**src/rtl/bbt_pkg.sv**
```systemverilog
package bbt_pkg;

   typedef enum logic {
      DIR_DOWN = 1'b0,
      DIR_UP   = 1'b1
   } bbt_dir_e;

   function automatic logic [31:0] bbt_word_max(input int unsigned width);
      return (32'd1 << width) - 32'd1;
   endfunction

endpackage

```
**src/rtl/bbt_step_unit.sv**
```systemverilog
module bbt_step_unit #(
   parameter int WORD_W   = 6,
   parameter int STEP_W   = 6,
   parameter bit SATURATE = 1'b1
) (
   input  logic [WORD_W-1:0] word_i,
   input  logic [STEP_W-1:0] step_i,
   input  bbt_pkg::bbt_dir_e dir_i,
   output logic [WORD_W-1:0] word_o
);

   localparam int EXT_W = WORD_W + 1;
   localparam int PAD_W = EXT_W - STEP_W;

   logic [EXT_W-1:0] step_ext;
   logic [EXT_W-1:0] sum_up;
   logic [EXT_W-1:0] sum_dn;

   assign step_ext = {{PAD_W{1'b0}}, step_i};
   assign sum_up   = {1'b0, word_i} + step_ext;
   assign sum_dn   = {1'b0, word_i} - step_ext;

   generate
      if (SATURATE) begin : g_sat
         always_comb begin
            if (dir_i == bbt_pkg::DIR_UP) begin
               word_o = sum_up[WORD_W] ? {WORD_W{1'b1}} : sum_up[WORD_W-1:0];
            end else begin
               word_o = sum_dn[WORD_W] ? {WORD_W{1'b0}} : sum_dn[WORD_W-1:0];
            end
         end
      end else begin : g_wrap
         assign word_o = (dir_i == bbt_pkg::DIR_UP) ? sum_up[WORD_W-1:0]
                                                    : sum_dn[WORD_W-1:0];
      end
   endgenerate

endmodule

```
**src/rtl/bbt_gain_reg.sv**
```systemverilog
module bbt_gain_reg #(
   parameter int STEP_W   = 6,
   parameter bit SAT_STEP = 1'b1
) (
   input  logic              clk,
   input  logic              rst_n,
   input  logic              load_i,
   input  logic [STEP_W-1:0] load_val_i,
   input  logic              restore_i,
   input  logic [STEP_W-1:0] restore_val_i,
   input  logic              advance_i,
   output logic [STEP_W-1:0] step_o
);

   logic [STEP_W-1:0] step_q;
   logic [STEP_W-1:0] step_dbl;

   generate
      if (SAT_STEP) begin : g_sat
         assign step_dbl = step_q[STEP_W-1] ? step_q : {step_q[STEP_W-2:0], 1'b0};
      end else begin : g_shift
         assign step_dbl = {step_q[STEP_W-2:0], 1'b0};
      end
   endgenerate

   always_ff @(posedge clk or negedge rst_n) begin
      if (!rst_n) begin
         step_q <= '0;
      end else if (load_i) begin
         step_q <= load_val_i;
      end else if (restore_i) begin
         step_q <= restore_val_i;
      end else if (advance_i) begin
         step_q <= step_dbl;
      end
   end

   assign step_o = step_q;

endmodule

```
**src/rtl/bbt_reversal_det.sv**
```systemverilog
module bbt_reversal_det (
   input  logic              clk,
   input  logic              rst_n,
   input  logic              clear_i,
   input  logic              sample_i,
   input  bbt_pkg::bbt_dir_e dir_i,
   output logic              reversal_o,
   output bbt_pkg::bbt_dir_e last_dir_o,
   output logic              hist_valid_o
);

   bbt_pkg::bbt_dir_e last_q;
   logic              valid_q;

   always_ff @(posedge clk or negedge rst_n) begin
      if (!rst_n) begin
         last_q  <= bbt_pkg::DIR_DOWN;
         valid_q <= 1'b0;
      end else if (clear_i) begin
         valid_q <= 1'b0;
      end else if (sample_i) begin
         last_q  <= dir_i;
         valid_q <= 1'b1;
      end
   end

   assign reversal_o   = sample_i && !clear_i && valid_q && (dir_i != last_q);
   assign last_dir_o   = last_q;
   assign hist_valid_o = valid_q;

endmodule

```
**src/rtl/bbt_phase_tracker.sv**
```systemverilog
module bbt_phase_tracker #(
   parameter int WORD_W   = 6,
   parameter int STEP_W   = 6,
   parameter bit SAT_WORD = 1'b1,
   parameter bit SAT_STEP = 1'b1
) (
   input  logic              clk,
   input  logic              rst_n,
   input  logic              track_en,
   input  logic              lead_i,
   input  logic              seed_load,
   input  logic [WORD_W-1:0] seed_word,
   input  logic [STEP_W-1:0] seed_step,
   output logic [WORD_W-1:0] fine_word_o
);

   generate
      if (WORD_W < 2 || WORD_W > 16) begin : g_bad_word
         $error("bbt_phase_tracker: WORD_W must lie in 2..16");
      end
      if (STEP_W < 2 || STEP_W > WORD_W) begin : g_bad_step
         $error("bbt_phase_tracker: STEP_W must lie in 2..WORD_W");
      end
   endgenerate

   bbt_pkg::bbt_dir_e dir;
   bbt_pkg::bbt_dir_e last_dir;
   logic              reversal;
   logic              hist_valid;
   logic              advance;
   logic [WORD_W-1:0] word_q;
   logic [WORD_W-1:0] word_next;
   logic [WORD_W-1:0] cap_word_q;
   logic [STEP_W-1:0] cap_step_q;
   logic [STEP_W-1:0] step;

   assign dir     = lead_i ? bbt_pkg::DIR_UP : bbt_pkg::DIR_DOWN;
   assign advance = track_en && !seed_load && !reversal;

   bbt_reversal_det u_rev (
      .clk          (clk),
      .rst_n        (rst_n),
      .clear_i      (seed_load),
      .sample_i     (track_en),
      .dir_i        (dir),
      .reversal_o   (reversal),
      .last_dir_o   (last_dir),
      .hist_valid_o (hist_valid)
   );

   bbt_gain_reg #(.STEP_W(STEP_W), .SAT_STEP(SAT_STEP)) u_gain (
      .clk           (clk),
      .rst_n         (rst_n),
      .load_i        (seed_load),
      .load_val_i    (seed_step),
      .restore_i     (reversal),
      .restore_val_i (cap_step_q),
      .advance_i     (advance),
      .step_o        (step)
   );

   bbt_step_unit #(.WORD_W(WORD_W), .STEP_W(STEP_W), .SATURATE(SAT_WORD)) u_step (
      .word_i (word_q),
      .step_i (step),
      .dir_i  (dir),
      .word_o (word_next)
   );

   always_ff @(posedge clk or negedge rst_n) begin
      if (!rst_n) begin
         cap_word_q <= '0;
         cap_step_q <= '0;
      end else if (seed_load) begin
         cap_word_q <= seed_word;
         cap_step_q <= seed_step;
      end
   end

   always_ff @(posedge clk or negedge rst_n) begin
      if (!rst_n) begin
         word_q <= '0;
      end else if (seed_load) begin
         word_q <= seed_word;
      end else if (reversal) begin
         word_q <= cap_word_q;
      end else if (advance) begin
         word_q <= word_next;
      end
   end

   assign fine_word_o = word_q;

endmodule

```
**config.mk**
```make
export PLATFORM = sky130hd
export DESIGN_NAME = bbt_phase_tracker
export DESIGN_NICKNAME = d
export VERILOG_FILES = /design/src/rtl/bbt_pkg.sv /design/src/rtl/bbt_step_unit.sv /design/src/rtl/bbt_gain_reg.sv /design/src/rtl/bbt_reversal_det.sv /design/src/rtl/bbt_phase_tracker.sv
export SDC_FILE = /design/constraint.sdc
export NUM_CORES = 1
export LEC_CHECK = 0
export ABC_AREA = 0
export BUFFER_PORTS_ARGS = -buffer_cell sky130_fd_sc_hd__buf_4
export CAP_MARGIN = 10
export CORE_AREA = 2 2 68 70
export DETAILED_ROUTE_END_ITERATION = 7
export DIE_AREA = 0 0 70 72
export GPL_TIMING_DRIVEN = 1
export PLACE_DENSITY = 0.66
export SETUP_SLACK_MARGIN = 0.4
export SLEW_MARGIN = 20
export SYNTH_ARGS = -nofsm -noshare
export SYNTH_HDL_FRONTEND = slang
export SYNTH_HIERARCHICAL = 1
export SYNTH_SLANG_ARGS = --single-unit
```
**constraint.sdc**
```tcl
create_clock -name clk -period 2.6 [get_ports clk]
set_input_delay 0.13 -clock clk [delete_from_list [all_inputs] [get_ports clk]]
set_output_delay 0.13 -clock clk [all_outputs]
set_load 0.05 [all_outputs]
```
Word level (Yosys, flattened, before mapping)
Cells that the tools add are included.
{"block": "classes", "addsub": 2, "n_eq_ne": 2, "bitwise": 1, "n_reduce_logical": 10, "n_mux": 13}
{"operator": "6-bit two-way mux", "n": 10}
{"operator": "6-bit by 6-bit adder with 7-bit output", "n": 1}
{"operator": "6-bit by 6-bit subtractor with 7-bit output", "n": 1}
{"operator": "1-bit logical AND", "n": 4}
{"operator": "2-bit AND reduction", "n": 2}
{"operator": "1-bit two-way mux", "n": 3}
{"operator": "3-bit inequality test, second input constant", "n": 1}
{"operator": "3-bit nonzero test", "n": 1}
{"operator": "1-bit zero test", "n": 2}
{"operator": "2-bit nonzero test", "n": 1}
{"operator": "1-bit inequality test", "n": 1}
{"operator": "1-bit inverter", "n": 1}
{"block": "word_totals", "regBits": 26, "input_bits": 17}

Depth between registers and ports, before layout
Gate-level depths: netlist of run 1.
{"block": "logic_depth", "ltp_word": 9, "depth_mapped": 12}

Cells and area by module
Netlist of run 1, hierarchy kept.
{"module": "bbt_phase_tracker", "instances": 1, "area_per_inst_um2": 779.5, "seq_area_each_um2": 450.4, "cells_per_inst": 73}
{"module": "bbt_step_unit", "instances": 1, "area_per_inst_um2": 616.8, "seq_area_each_um2": 0.0, "cells_per_inst": 81}
{"module": "bbt_gain_reg", "instances": 1, "area_per_inst_um2": 377.9, "seq_area_each_um2": 150.1, "cells_per_inst": 37}
{"module": "bbt_reversal_det", "instances": 1, "area_per_inst_um2": 102.6, "seq_area_each_um2": 50.0, "cells_per_inst": 8}

Worst setup path before layout of run 1
OpenSTA, ideal clock, no wires.
{"block": "synth_timing", "path_type": "reg-to-reg", "start": "register word_q[0], in the netlist fine_word_o[0]", "end": "register word_q[4], in the netlist fine_word_o[4]", "arrival_time_ns": 2.623, "stages_incl_launch_ff": 12, "path_buffers": 0, "slack_ns": -0.101, "required_ns": 2.522, "path_cell_list": "dfrtp_1 -> inv_1 -> ha_1 -> inv_1 -> fa_1 -> a21o_1 -> a21oi_1 -> mux2_2 -> nor4_1 -> nor2_1 -> a221o_1 -> a21oi_1"}
{"block": "synth_via", "elab_chain_cells": 6}
{"item": "start, declared", "line": "bbt_phase_tracker.sv:31", "source": "logic [WORD_W-1:0] word_q;"}
{"item": "start signal, assigned", "line": "bbt_phase_tracker.sv:83", "source": "word_q <= seed_word;"}
{"item": "start signal, assigned", "line": "bbt_phase_tracker.sv:85", "source": "word_q <= cap_word_q;"}
{"item": "start signal, assigned", "line": "bbt_phase_tracker.sv:87", "source": "word_q <= word_next;"}
{"item": "6-bit by 6-bit subtractor with 7-bit output / 6-bit by 6-bit adder with 7-bit output (equally long branches)", "line": "bbt_step_unit.sv:21, bbt_step_unit.sv:20"}
{"item": "6-bit two-way mux (on tied branches)", "line": "bbt_step_unit.sv:29, bbt_step_unit.sv:27"}
{"item": "6-bit two-way mux (*)", "line": "bbt_step_unit.sv:26", "source": "if (dir_i == bbt_pkg::DIR_UP) begin"}
{"item": "via word_next[4]", "line": "bbt_phase_tracker.sv:32", "source": "logic [WORD_W-1:0] word_next;"}
{"item": "6-bit two-way mux (*)", "line": "bbt_phase_tracker.sv:86", "source": "end else if (advance) begin"}
{"item": "6-bit two-way mux (*)", "line": "bbt_phase_tracker.sv:84", "source": "end else if (reversal) begin"}
{"item": "6-bit two-way mux (*)", "line": "bbt_phase_tracker.sv:82", "source": "end else if (seed_load) begin"}
The timed path passes the listed nets; every way through them passes the cells marked *. The select of a mux whose other input is x is not followed.
A chain may end at the register's enable or synchronous reset.

Worst setup path in the final report of run 1
{"block": "layout_timing", "start": "register u_gain.step_q[0], in the netlist u_gain/step_o[0]", "end": "register word_q[4], in the netlist fine_word_o[4]"}
{"block": "layout_via", "elab_chain_cells": 6}
{"item": "start, declared", "line": "bbt_gain_reg.sv:15", "source": "logic [STEP_W-1:0] step_q;"}
{"item": "start signal, assigned", "line": "bbt_gain_reg.sv:30", "source": "step_q <= load_val_i;"}
{"item": "start signal, assigned", "line": "bbt_gain_reg.sv:32", "source": "step_q <= restore_val_i;"}
{"item": "start signal, assigned", "line": "bbt_gain_reg.sv:34", "source": "step_q <= step_dbl;"}
{"item": "6-bit by 6-bit subtractor with 7-bit output / 6-bit by 6-bit adder with 7-bit output (equally long branches)", "line": "bbt_step_unit.sv:21, bbt_step_unit.sv:20"}
{"item": "6-bit two-way mux (on tied branches)", "line": "bbt_step_unit.sv:29, bbt_step_unit.sv:27"}
{"item": "6-bit two-way mux (*)", "line": "bbt_step_unit.sv:26"}
{"item": "via word_next[4]", "line": "bbt_phase_tracker.sv:32"}
{"item": "6-bit two-way mux (*)", "line": "bbt_phase_tracker.sv:86"}
{"item": "6-bit two-way mux (*)", "line": "bbt_phase_tracker.sv:84"}
{"item": "6-bit two-way mux (*)", "line": "bbt_phase_tracker.sv:82"}
Marks and branches as above.

==> reports/qor.yml, run 1 <==
logic_synthesis:
  ys_ff_latch: 26
  synth_largest_area_cell: "dfrtp_1"
  synth_area_um2: 1880
  synth.avg_cell_area_um2: 9.43
  synth_edf_count: 0
  synth_ff_type: "dfrtp_1"
  synthesis.nets: 230
  ys_warn_count: 6
  synthDistinctLibCells: 47
  syn_inst: 199
  seq_area_frac_synth_pct: 34.7
  synthArstFlopShare_pct: 100
  yosys-top-cells-area: "dfrtp_1, ha_1, mux2_2, a21oi_1, nor2_1"
  synth.top_cell.area_share_pct: 34.7
route:
  wl_per_cell_um: 14.6
  drcViolationCount: 0
  drtIter0Drc: 95
  dr.pass1.iters: 5
  wl_um: 4070
  vias_per_cell: 5.49
  ant_nets: 0
  vias: 1526
setup_path:
  worst_r2r_endpoint: "fine_word_o[4]"
  path_class: "flip-flop to flip-flop"
  critical_path.endpoint_type: "flip-flop"
  critical_path_buf_inv_count: 2
  critPathArrivalTime_ns: 2.59
  crit_top_cell: "a21oi_2"
  crit_slowest_cell: "dfrtp_1"
  rr_startpoint: "u_gain/step_o[0]"
  rrSetupSlack_ns: 0.21
  start_kind: "flip-flop"
  rr_worst_depth: 11
  path_max_fanout: 2
  cpPeakStageDelay_ns: 0.41
  crit_path_start: "u_gain/step_o[0]"
  cp_top_family: "compound AO/OA/AOI/OAI gates"
  crit_chain: "buf_6 > ha_4 > inv_2 > fa_2 > a21o_1 > a21oi_2 > mux2_4 > nor4_4 > nor2_1 > a221o_1 > a21oi_2"
  cp.required_ns: 2.81
grt:
  grt-busiest-layer: "met2"
  overflow: 0
  grt_antenna_before_repair: 0
  grt_max_degree: 42
  grt_first_pass_wirelength_um: 6870
  grt_use_met1_pct: 24.4
  use_met3_pct: 2.22
  grt_pass1_vias: 1456
  grt_usage_pct: 16.8
  grt_use_met2_pct: 26.7
timing:
  fin_ws_ns: 0.215
  rsz0062_at_grt: "true"
  fmax_ghz: 0.419
  setup_viol: 0
  period_share_pct: 91.7
  setup-tns-final_ns: 0
  hold_ws_ns: 0.0653
  maxSlewViolCount: 0
  period_needed_ns: 2.39
  slew_headroom_pct: 68.9
  max_slew.worst_pin.slew_ns: 0.462
  finClkSkew_ns: 0.00580
  hold_viol_final: 0
layout:
  multiInputGateArea_um2: 1240
  regArea_um2: 657
  drive_above_1_share_pct: 39.4
  syn_to_final_growth_pct: 25.1
  nFillCells: 390
  post-route-util_pct: 55.1
  layout.cells.non_filler: 278
  finalInstanceArea_um2: 2350
  num_antenna_cells: 0
  finalNetCount: 258
floorplan:
  die_area_um2: 5040
  core-area_um2: 4260
  initial_core_util_pct: 44.0
  dieWidth_um: 70
  ios: 23
  die_y_um: 72
  rows: 24
placed_design:
  placed_area_um2: 2100
  pre_cts_ws_ns: 0.0999
  place_hpwl_um: 2860
  place_inst: 267
  place.gp.congestion: 0.861
  port_buffers: 22
power:
  p_per_area_nw_per_um2: 716
  ir_drop_v: 0.000322
  power_mw: 1.68
  leakage_nw: 1.05
job:
  drv_cap: 0
clock_tree:
  cts_made_buffers: 3
  cts.sinks: 26
  clk_latency_ns: 0.27
  cts_tree: "yes"
  cts_max_path_buffers: 2
  clk_pin_slew_ns: 0.10
  htreeDepth: 1
  cts_root_buf: "clkbuf_8"
min_path:
  hold_depth: 3
  min_from: "seed_step[5]"
  hold_class: "input pin to flip-flop"
  hold_path_end: "u_gain/step_o[5]"
status:
  status: "completed"
-- cell families after synthesis --
logic type | share of synthesized area (%)
simple gates | 21.3
compound gates | 19.1
fa+ha+maj | 10.1
buf+inv | 6.93
flops | 34.7
mux | 7.40
xor+xnor | 0.467
-- Yosys cell counts, types with 4 or more instances --
master	instances
mux2_2	11
dfrtp_1	26
a211oi_1	4
nor3_1	4
or3_1	4
buf_2	4
a21oi_1	18
ha_1	12
nor2_1	20
nor2b_1	6
inv_1	19
nand2_1	14
o21ai_0	9
-- cell usage in the layout, fill, tap and decap left out, types with 3 or more instances in the layout --
cell type  instances
mux2_2            10
buf_4             28
a221o_2            3
a211oi_1           3
ha_4               3
nand2_1           13
nor2b_1            5
a21oi_2            4
inv_1             16
ha_1               7
or3b_1             3
clkbuf_8           3
nor2_1            20
o21ai_0            7
dfrtp_1           21
or3_1              4
a21oi_1           14
a221o_1            3
dfrtp_2            5
nor3_1             4
inv_2              3
-- state kept, by name, indices dropped and copies added, names as in the netlist --
signal,count
cap_step_q,6
u_rev/hist_valid_o,1
u_gain/step_o,6
cap_word_q,6
u_rev/last_dir_o,1
fine_word_o,6
-- metal layers --
layer | part of all wire, % | wire (um)
met4 | 0.52 | 21
met3 | 3.8 | 155
met1 | 50 | 2020
met2 | 46 | 1880
met5 | 0 | 0
-- where the power goes --
| part | switching (mW) | internal (mW) |
|---|---|---|
| logic | 0.446 | 0.378 |
| registers | 0.0534 | 0.460 |
| clock network | 0.138 | 0.206 |
-- worst min-delay path: cells and delay by family --
kind	cells	cell delay, ns
AO/OA/AOI/OAI	1	0.05
AND/OR/NAND/NOR	1	0.04
buffers and inverters	1	0.08
-- worst max-delay path by stage --
stage,endpoint,depth (start not counted)
after floorplan,fine_word_o[4],11
after global placement,fine_word_o[4],11
after detailed placement,fine_word_o[4],11
after CTS,fine_word_o[4],11
after global routing,fine_word_o[3],12
final,fine_word_o[4],11
-- area by class of cell --
type | count | share of cell area [%]
Multi-Input combinational cell | 146 | 52.9
Inverter | 19 | 3.04
Tap cell | 52 | 2.77
Clock inverter | 1 | 1.28
Timing Repair Buffer | 31 | 10.3
Sequential cell | 26 | 28.0
Clock buffer | 3 | 1.76
-- timing repair --
item / 4_1_cts / 5_1_grt
buffers inserted: 5 / 1
hold buffers: 1 / 0
pin swaps: 15 / 7
gates resized for setup: 22 / 5
endpoints found under the setup margin: 6 / 6
hold endpoints to repair: 26 / 0
Power figures use the tool's default switching activity.
==> run 2, diff against run 1 <==
--- a/config.mk
+++ b/config.mk
@@ -9,6 +9,7 @@
 export BUFFER_PORTS_ARGS = -buffer_cell sky130_fd_sc_hd__buf_4
 export CAP_MARGIN = 10
 export CORE_AREA = 2 2 68 70
+export CTS_BUF_LIST = sky130_fd_sc_hd__clkbuf_2
 export DETAILED_ROUTE_END_ITERATION = 7
 export DIE_AREA = 0 0 70 72
 export GPL_TIMING_DRIVEN = 1
==> run 2 against run 1 <==
Effect of this change:
- cell area increased by 7.2%
- clock power fell by 24%
- sequential cell count did not move
- clock skew grew 0.015 ns
- first-iteration DRC count is 14% higher
- maximum frequency fell by 5.6%
- sequential power shrank 0.8%
- critical endpoint unchanged
==> reports/qor.yml, run 2 (synthesis gave the netlist of run 1 again) <==
setup_path:
  path_max_fanout: 2  # unchanged
  rr_worst_depth: 12  # was 11
  crit_chain: "buf_6 > inv_4 > ha_4 > inv_2 > fa_2 > a21o_1 > a21oi_2 > mux2_4 > nor4_4 > nor2_1 > a221o_1 > a21oi_2"  # was buf_6 > ha_4 > inv_2 > fa_2 > a21o_1 > a21oi_2 > mux2_4 > nor4_4 > nor2_1 > a221o_1 > a21oi_2
  cpPeakStageDelay_ns: 0.48  # was 0.41 ns
  path_class: "flip-flop to flip-flop"  # unchanged
  crit_slowest_cell: "dfrtp_2"  # was dfrtp_1
  critPathArrivalTime_ns: 2.84  # was 2.59 ns
  crit_top_cell: "a21oi_2"  # unchanged
  start_kind: "flip-flop"  # unchanged
  critical_path_depth: 12  # was 11
  critical_path.endpoint_type: "flip-flop"  # unchanged
  cp.required_ns: 2.91  # was 2.81 ns
  cp_top_family: "compound AO/OA/AOI/OAI gates"  # unchanged
  critical_path_buf_inv_count: 3  # was 2
timing:
  slew_headroom_pct: 68.1  # was 68.9%
  hold_viol_final: 0  # unchanged
  period_share_pct: 97.1  # was 91.7%
  period_needed_ns: 2.53  # was 2.39 ns
  fmax_ghz: 0.396  # was 0.419 GHz
  maxSlewViolCount: 0  # unchanged
  finClkSkew_ns: 0.0205  # was 0.00580 ns
  max_slew.worst_pin.slew_ns: 0.474  # was 0.462 ns
  setup_viol: 0  # unchanged
  rsz0062_at_grt: "true"  # unchanged
  fin_ws_ns: 0.0745  # was 0.215 ns
floorplan:
  rows: 24  # unchanged
  initial_core_util_pct: 44.0  # unchanged
  dieWidth_um: 70  # unchanged
  die_y_um: 72  # unchanged
  ios: 23  # unchanged
  core-area_um2: 4260  # unchanged
  die_area_um2: 5040  # unchanged
grt:
  grt_antenna_before_repair: 0  # unchanged
  grt_pass1_vias: 1543  # was 1,456
  grt_first_pass_wirelength_um: 7220  # was 6870 um
  overflow: 0  # unchanged
  grt_usage_pct: 17.6  # was 16.8%
  grt_max_degree: 42  # unchanged
layout:
  final_common_cell: "buf_4"  # unchanged
  nFillCells: 354  # was 390
  finalInstanceArea_um2: 2520  # was 2350 um^2
  drive_above_1_share_pct: 41.2  # was 39.4%
  syn_to_final_growth_pct: 34.2  # was 25.1%
  final_cell_mix: "buf_4, dfrtp_1, nor2_1"  # unchanged
  finalNetCount: 275  # was 258
  num_antenna_cells: 0  # unchanged
min_path:
  hold_depth: 3  # unchanged
  hold_class: "input pin to flip-flop"  # unchanged
job:
  drv_cap: 0  # unchanged
route:
  wl_per_cell_um: 14.4  # was 14.6 um
  dr.pass1.iters: 4  # was 5
  wl_um: 4250  # was 4070 um
  drcViolationCount: 0  # unchanged
  vias_per_cell: 5.43  # was 5.49
  drtIter0Drc: 108  # was 95
  vias: 1602  # was 1,526
  ant_nets: 0  # unchanged
clock_tree:
  cts_made_buffers: 3  # unchanged
  clk_pin_slew_ns: 0.27  # was 0.10 ns
  cts_root_buf: "clkbuf_2"  # was clkbuf_8
  htreeDepth: 1  # unchanged
  clk_latency_ns: 0.37  # was 0.27 ns
  cts_tree: "yes"  # unchanged
  cts_max_path_buffers: 2  # unchanged
  cts.sinks: 26  # unchanged
status:
  status: "completed"  # unchanged
placed_design:
  place.gp.congestion: 0.861  # unchanged
  place_hpwl_um: 2860  # unchanged
  port_buffers: 22  # unchanged
  pre_cts_ws_ns: 0.0999  # unchanged
  placed_area_um2: 2100  # unchanged
power:
  leakage_nw: 1.13  # was 1.05 nW
  p_per_area_nw_per_um2: 662  # was 716 nW/um^2
  power_mw: 1.67  # was 1.68 mW
  ir_drop_v: 0.000306  # was 0.000322 V
run 2: tightest hold or removal path, stage by stage:
cell and delay, ns:
buf_4 0.15, nor2_1 0.07, nor2_1 0.07
run 2: stage by stage:
stage	setup TNS, ns	util, %	cells	hold WS [ns]
3_3_place_gp	0	49.4	267	0.0620
2_1_floorplan	0	-	199	-0.166
3_5_place_dp	0	49.4	267	0.0693
6_report	0	59.1	295	0.0797
5_1_grt	-0.0907	59.1	295	0.0897
4_1_cts	0	57.8	295	0.0527
run 2: worst paths after layout:
path	to	from	slack, ns
setup / recovery	fine_word_o[4]	fine_word_o[0]	0.07
hold / removal	u_rev/hist_valid_o	track_en	0.08
setup reg to reg	fine_word_o[4]	fine_word_o[0]	0.07
hold reg to reg	u_rev/hist_valid_o	u_rev/hist_valid_o	0.52
max in group asynchronous	fine_word_o[3]	rst_n	2.15
min in group asynchronous	cap_step_q[2]	rst_n	0.15
run 2: layer usage:
metal | vias to the layer above | global-route usage, % | share of wire, %
met5 | - | 0 | 0
met4 | 0 | 5.13 | 1.2
met3 | 8 | 1.53 | 4.3
met2 | 33 | 28.4 | 47
met1 | 771 | 25.6 | 47
li1 | 790 | - | -
run 2: power by group:
group / leakage (nW) / switching [mW] / internal (mW) / total, mW
combinational: 0.798 / 0.478 / 0.420 / 0.897
clock: 0.0266 / 0.130 / 0.132 / 0.262
sequential: 0.305 / 0.0486 / 0.460 / 0.509
run 2: cell type report:
cell class / count / area (um^2) / area share, %
multi-input combinational: 146 / 1280 / 50.7
timing repair buffer: 48 / 400 / 15.9
sequential: 26 / 657 / 26.1
inverter: 19 / 73.8 / 2.93
clock inverter: 1 / 30.0 / 1.19
tap: 52 / 65.1 / 2.58
clock buffer: 3 / 15.0 / 0.596
run 2: timing repair:
item                                    4_1_cts  5_1_grt
gates resized for setup                      23       12
endpoints found under the hold margin        46        0
pin swaps                                    19       12
setup buffers                                11        0
endpoints found under the setup margin        6        6
hold buffers                                 13        0
==> run 3, diff against run 2 <==
--- a/config.mk
+++ b/config.mk
@@ -5,13 +5,12 @@
 export SDC_FILE = /design/constraint.sdc
 export NUM_CORES = 1
 export LEC_CHECK = 0
-export ABC_AREA = 0
 export BUFFER_PORTS_ARGS = -buffer_cell sky130_fd_sc_hd__buf_4
 export CAP_MARGIN = 10
-export CORE_AREA = 2 2 68 70
+export CORE_AREA = 2 2 56 85
 export CTS_BUF_LIST = sky130_fd_sc_hd__clkbuf_2
 export DETAILED_ROUTE_END_ITERATION = 7
-export DIE_AREA = 0 0 70 72
+export DIE_AREA = 0 0 58 87
 export GPL_TIMING_DRIVEN = 1
 export PLACE_DENSITY = 0.66
 export SETUP_SLACK_MARGIN = 0.4
==> run 3 against run 2 <==
Effect of this change:
- utilization shrank 4.4 points
- maximum frequency grew 4.4%
- die area up 0.12%
- clock skew fell by 0.0029 ns
- largest power group unchanged
- cell area shrank 5.6%
- critical path type unchanged
==> reports/qor.yml, run 3 (synthesis gave the netlist of run 1 again) <==
setup_path:
  path_class: "flip-flop to flip-flop"  # unchanged
  path_max_fanout: 3  # was 2
  critical_path.endpoint_type: "flip-flop"  # unchanged
  critPathArrivalTime_ns: 2.72  # was 2.84 ns
  cp.required_ns: 2.91  # about the same
  start_kind: "flip-flop"  # unchanged
layout:
  num_antenna_cells: 0  # unchanged
  syn_to_final_growth_pct: 26.7  # was 34.2%
  nFillCells: 399  # was 354
  finalInstanceArea_um2: 2380  # was 2520 um^2
  finalNetCount: 272  # was 275
  final_cell_mix: "buf_4, dfrtp_1, nor2_1"  # unchanged
  drive_above_1_share_pct: 37.1  # was 41.2%
  final_common_cell: "buf_4"  # unchanged
clock_tree:
  cts_max_path_buffers: 2  # unchanged
  cts_tree: "yes"  # unchanged
  cts_made_buffers: 3  # unchanged
  cts.sinks: 26  # unchanged
  cts_root_buf: "clkbuf_2"  # unchanged
  clk_latency_ns: 0.35  # was 0.37 ns
  htreeDepth: 1  # unchanged
  clk_pin_slew_ns: 0.25  # was 0.27 ns
route:
  drcViolationCount: 0  # unchanged
  wl_um: 4040  # was 4250 um
  dr.pass1.iters: 4  # unchanged
  drtIter0Drc: 29  # was 108
  wl_per_cell_um: 14.0  # was 14.4 um
  ant_nets: 0  # unchanged
  vias: 1589  # was 1,602
  vias_per_cell: 5.52  # was 5.43
status:
  status: "completed"  # unchanged
power:
  pwr-share-comb_pct: 56.1  # was 53.8%
  ir_drop_v: 0.000436  # was 0.000306 V
  p_seq_share_pct: 33.8  # was 30.5%
  p_int_mw: 0.880  # was 1.01 mW
  swShare_pct: 41.1  # was 39.3%
  switchingPower_mw: 0.615  # was 0.656 mW
  leakage_nw: 1.08  # was 1.13 nW
  p_clk_share_pct: 10.1  # was 15.7%
  p_per_area_nw_per_um2: 628  # was 662 nW/um^2
grt:
  grt_use_met2_pct: 32.5  # was 28.4%
  grt-busiest-layer: "met2"  # unchanged
  grt_first_pass_wirelength_um: 7130  # was 7220 um
  overflow: 0  # unchanged
  grt_pass1_vias: 1614  # was 1,543
  use_met3_pct: 1.49  # was 1.53%
  grt_antenna_before_repair: 0  # unchanged
  grt_max_degree: 42  # unchanged
  grt_usage_pct: 17.6  # about the same
  grt_use_met1_pct: 20.6  # was 25.6%
timing:
  period_share_pct: 93.0  # was 97.1%
  slew_headroom_pct: 66.8  # was 68.1%
  finClkSkew_ns: 0.0176  # was 0.0205 ns
  setup-tns-final_ns: 0  # unchanged
  fmax_ghz: 0.413  # was 0.396 GHz
  setup_viol: 0  # unchanged
  hold_viol_final: 0  # unchanged
  max_slew.worst_pin.slew_ns: 0.497  # was 0.474 ns
  maxSlewViolCount: 0  # unchanged
  hold_ws_ns: 0.0215  # was 0.0797 ns
  period_needed_ns: 2.42  # was 2.53 ns
  rsz0062_at_grt: "true"  # unchanged
job:
  drv_cap: 0  # unchanged
placed_design:
  place.gp.congestion: 0.828  # was 0.861
  port_buffers: 22  # unchanged
  place_hpwl_um: 2920  # was 2860 um
  placed_area_um2: 2110  # was 2100 um^2
floorplan:
  rows: 30  # was 24
  initial_core_util_pct: 43.1  # was 44.0%
  ios: 23  # unchanged
  die_area_um2: 5050  # was 5040 um^2
  die_y_um: 87  # was 72 um
  core-area_um2: 4350  # was 4260 um^2
  dieWidth_um: 58  # was 70 um
min_path:
  hold_class: "input pin to flip-flop"  # unchanged
-- run 3: changes by cell type in the layout (fill, tap and decap cells not counted), sizes merged --
cell         change
clkinv           +1
bufinv           -1
dlygate4sd3      -3
-- run 3: cell type report --
type                    count  area, um^2  area share [%]
well taps                  48        60.1            2.52
repair buffers             45         363            15.3
flip-flops and latches     26         656            27.6
multi-input cells         146        1210            50.9
inverters                  19        71.3            3.00
clock buffers               3        15.0           0.631
clock inverters             1        3.75           0.158
-- run 3: per-stage QoR --
| stage | setup slack (ns) | power, mW | cells | utilization (%) |
|---|---|---|---|---|
| after floorplan | 0.0762 | 1.04 | 199 | - |
| after global placement | 0.113 | 1.20 | 264 | 48.4 |
| after detailed placement | 0.0680 | 1.20 | 264 | 48.4 |
| after CTS | 0.172 | 1.49 | 288 | 54.5 |
| after global routing | 0.0623 | 1.61 | 288 | 54.6 |
| final | 0.182 | 1.49 | 288 | 54.6 |
-- run 3: what timing repair did --
action | CTS | global route
gates cloned | 0 | 0
endpoints found under the hold margin | 38 | 0
buffers inserted | 10 | 0
pin swaps | 21 | 2
hold buffers | 10 | 0
gates resized for setup | 17 | 1
setup endpoints to repair | 6 | 6
-- run 3: layer usage --
| metal | up-vias | share of wire (%) |
|---|---|---|
| li1 | 785 | - |
| met1 | 772 | 42 |
| met2 | 28 | 54 |
| met3 | 4 | 2.5 |
| met4 | 0 | 1.1 |
| met5 | - | 0 |
-- run 3: worst paths after layout --
path	cells after the start	startpoint	slack, ns	endpoint
max	10	u_gain/step_o[0]	0.18	fine_word_o[4]
min	2	seed_step[0]	0.02	u_gain/step_o[0]
max reg2reg	10	u_gain/step_o[0]	0.18	fine_word_o[4]
min reg2reg	2	u_rev/hist_valid_o	0.53	u_rev/hist_valid_o
max in group asynchronous	2	rst_n	2.14	fine_word_o[1]
min in group asynchronous	2	rst_n	0.17	u_rev/last_dir_o
-- run 3: critical path, stage by stage (launching register included) --
cell and delay, ns:
dfrtp_1 0.48, ha_2 0.21, fa_2 0.34, nor2b_4 0.14, o21bai_4 0.17, nand2_1 0.09, and4b_1 0.21, nor4_4 0.26
nor2_1 0.08, a221o_1 0.29, a21oi_1 0.13
-- run 3: power by group through the flow --
| stage | logic [mW] | registers (mW) | clock network (mW) |
|---|---|---|---|
| final | 0.839 | 0.505 | 0.151 |
| after global routing | 0.924 | 0.515 | 0.168 |
| after CTS | 0.825 | 0.505 | 0.157 |
| after detailed placement | 0.686 | 0.518 | 0 |
| after global placement | 0.682 | 0.515 | 0 |
| after floorplan | 0.466 | 0.569 | 0 |
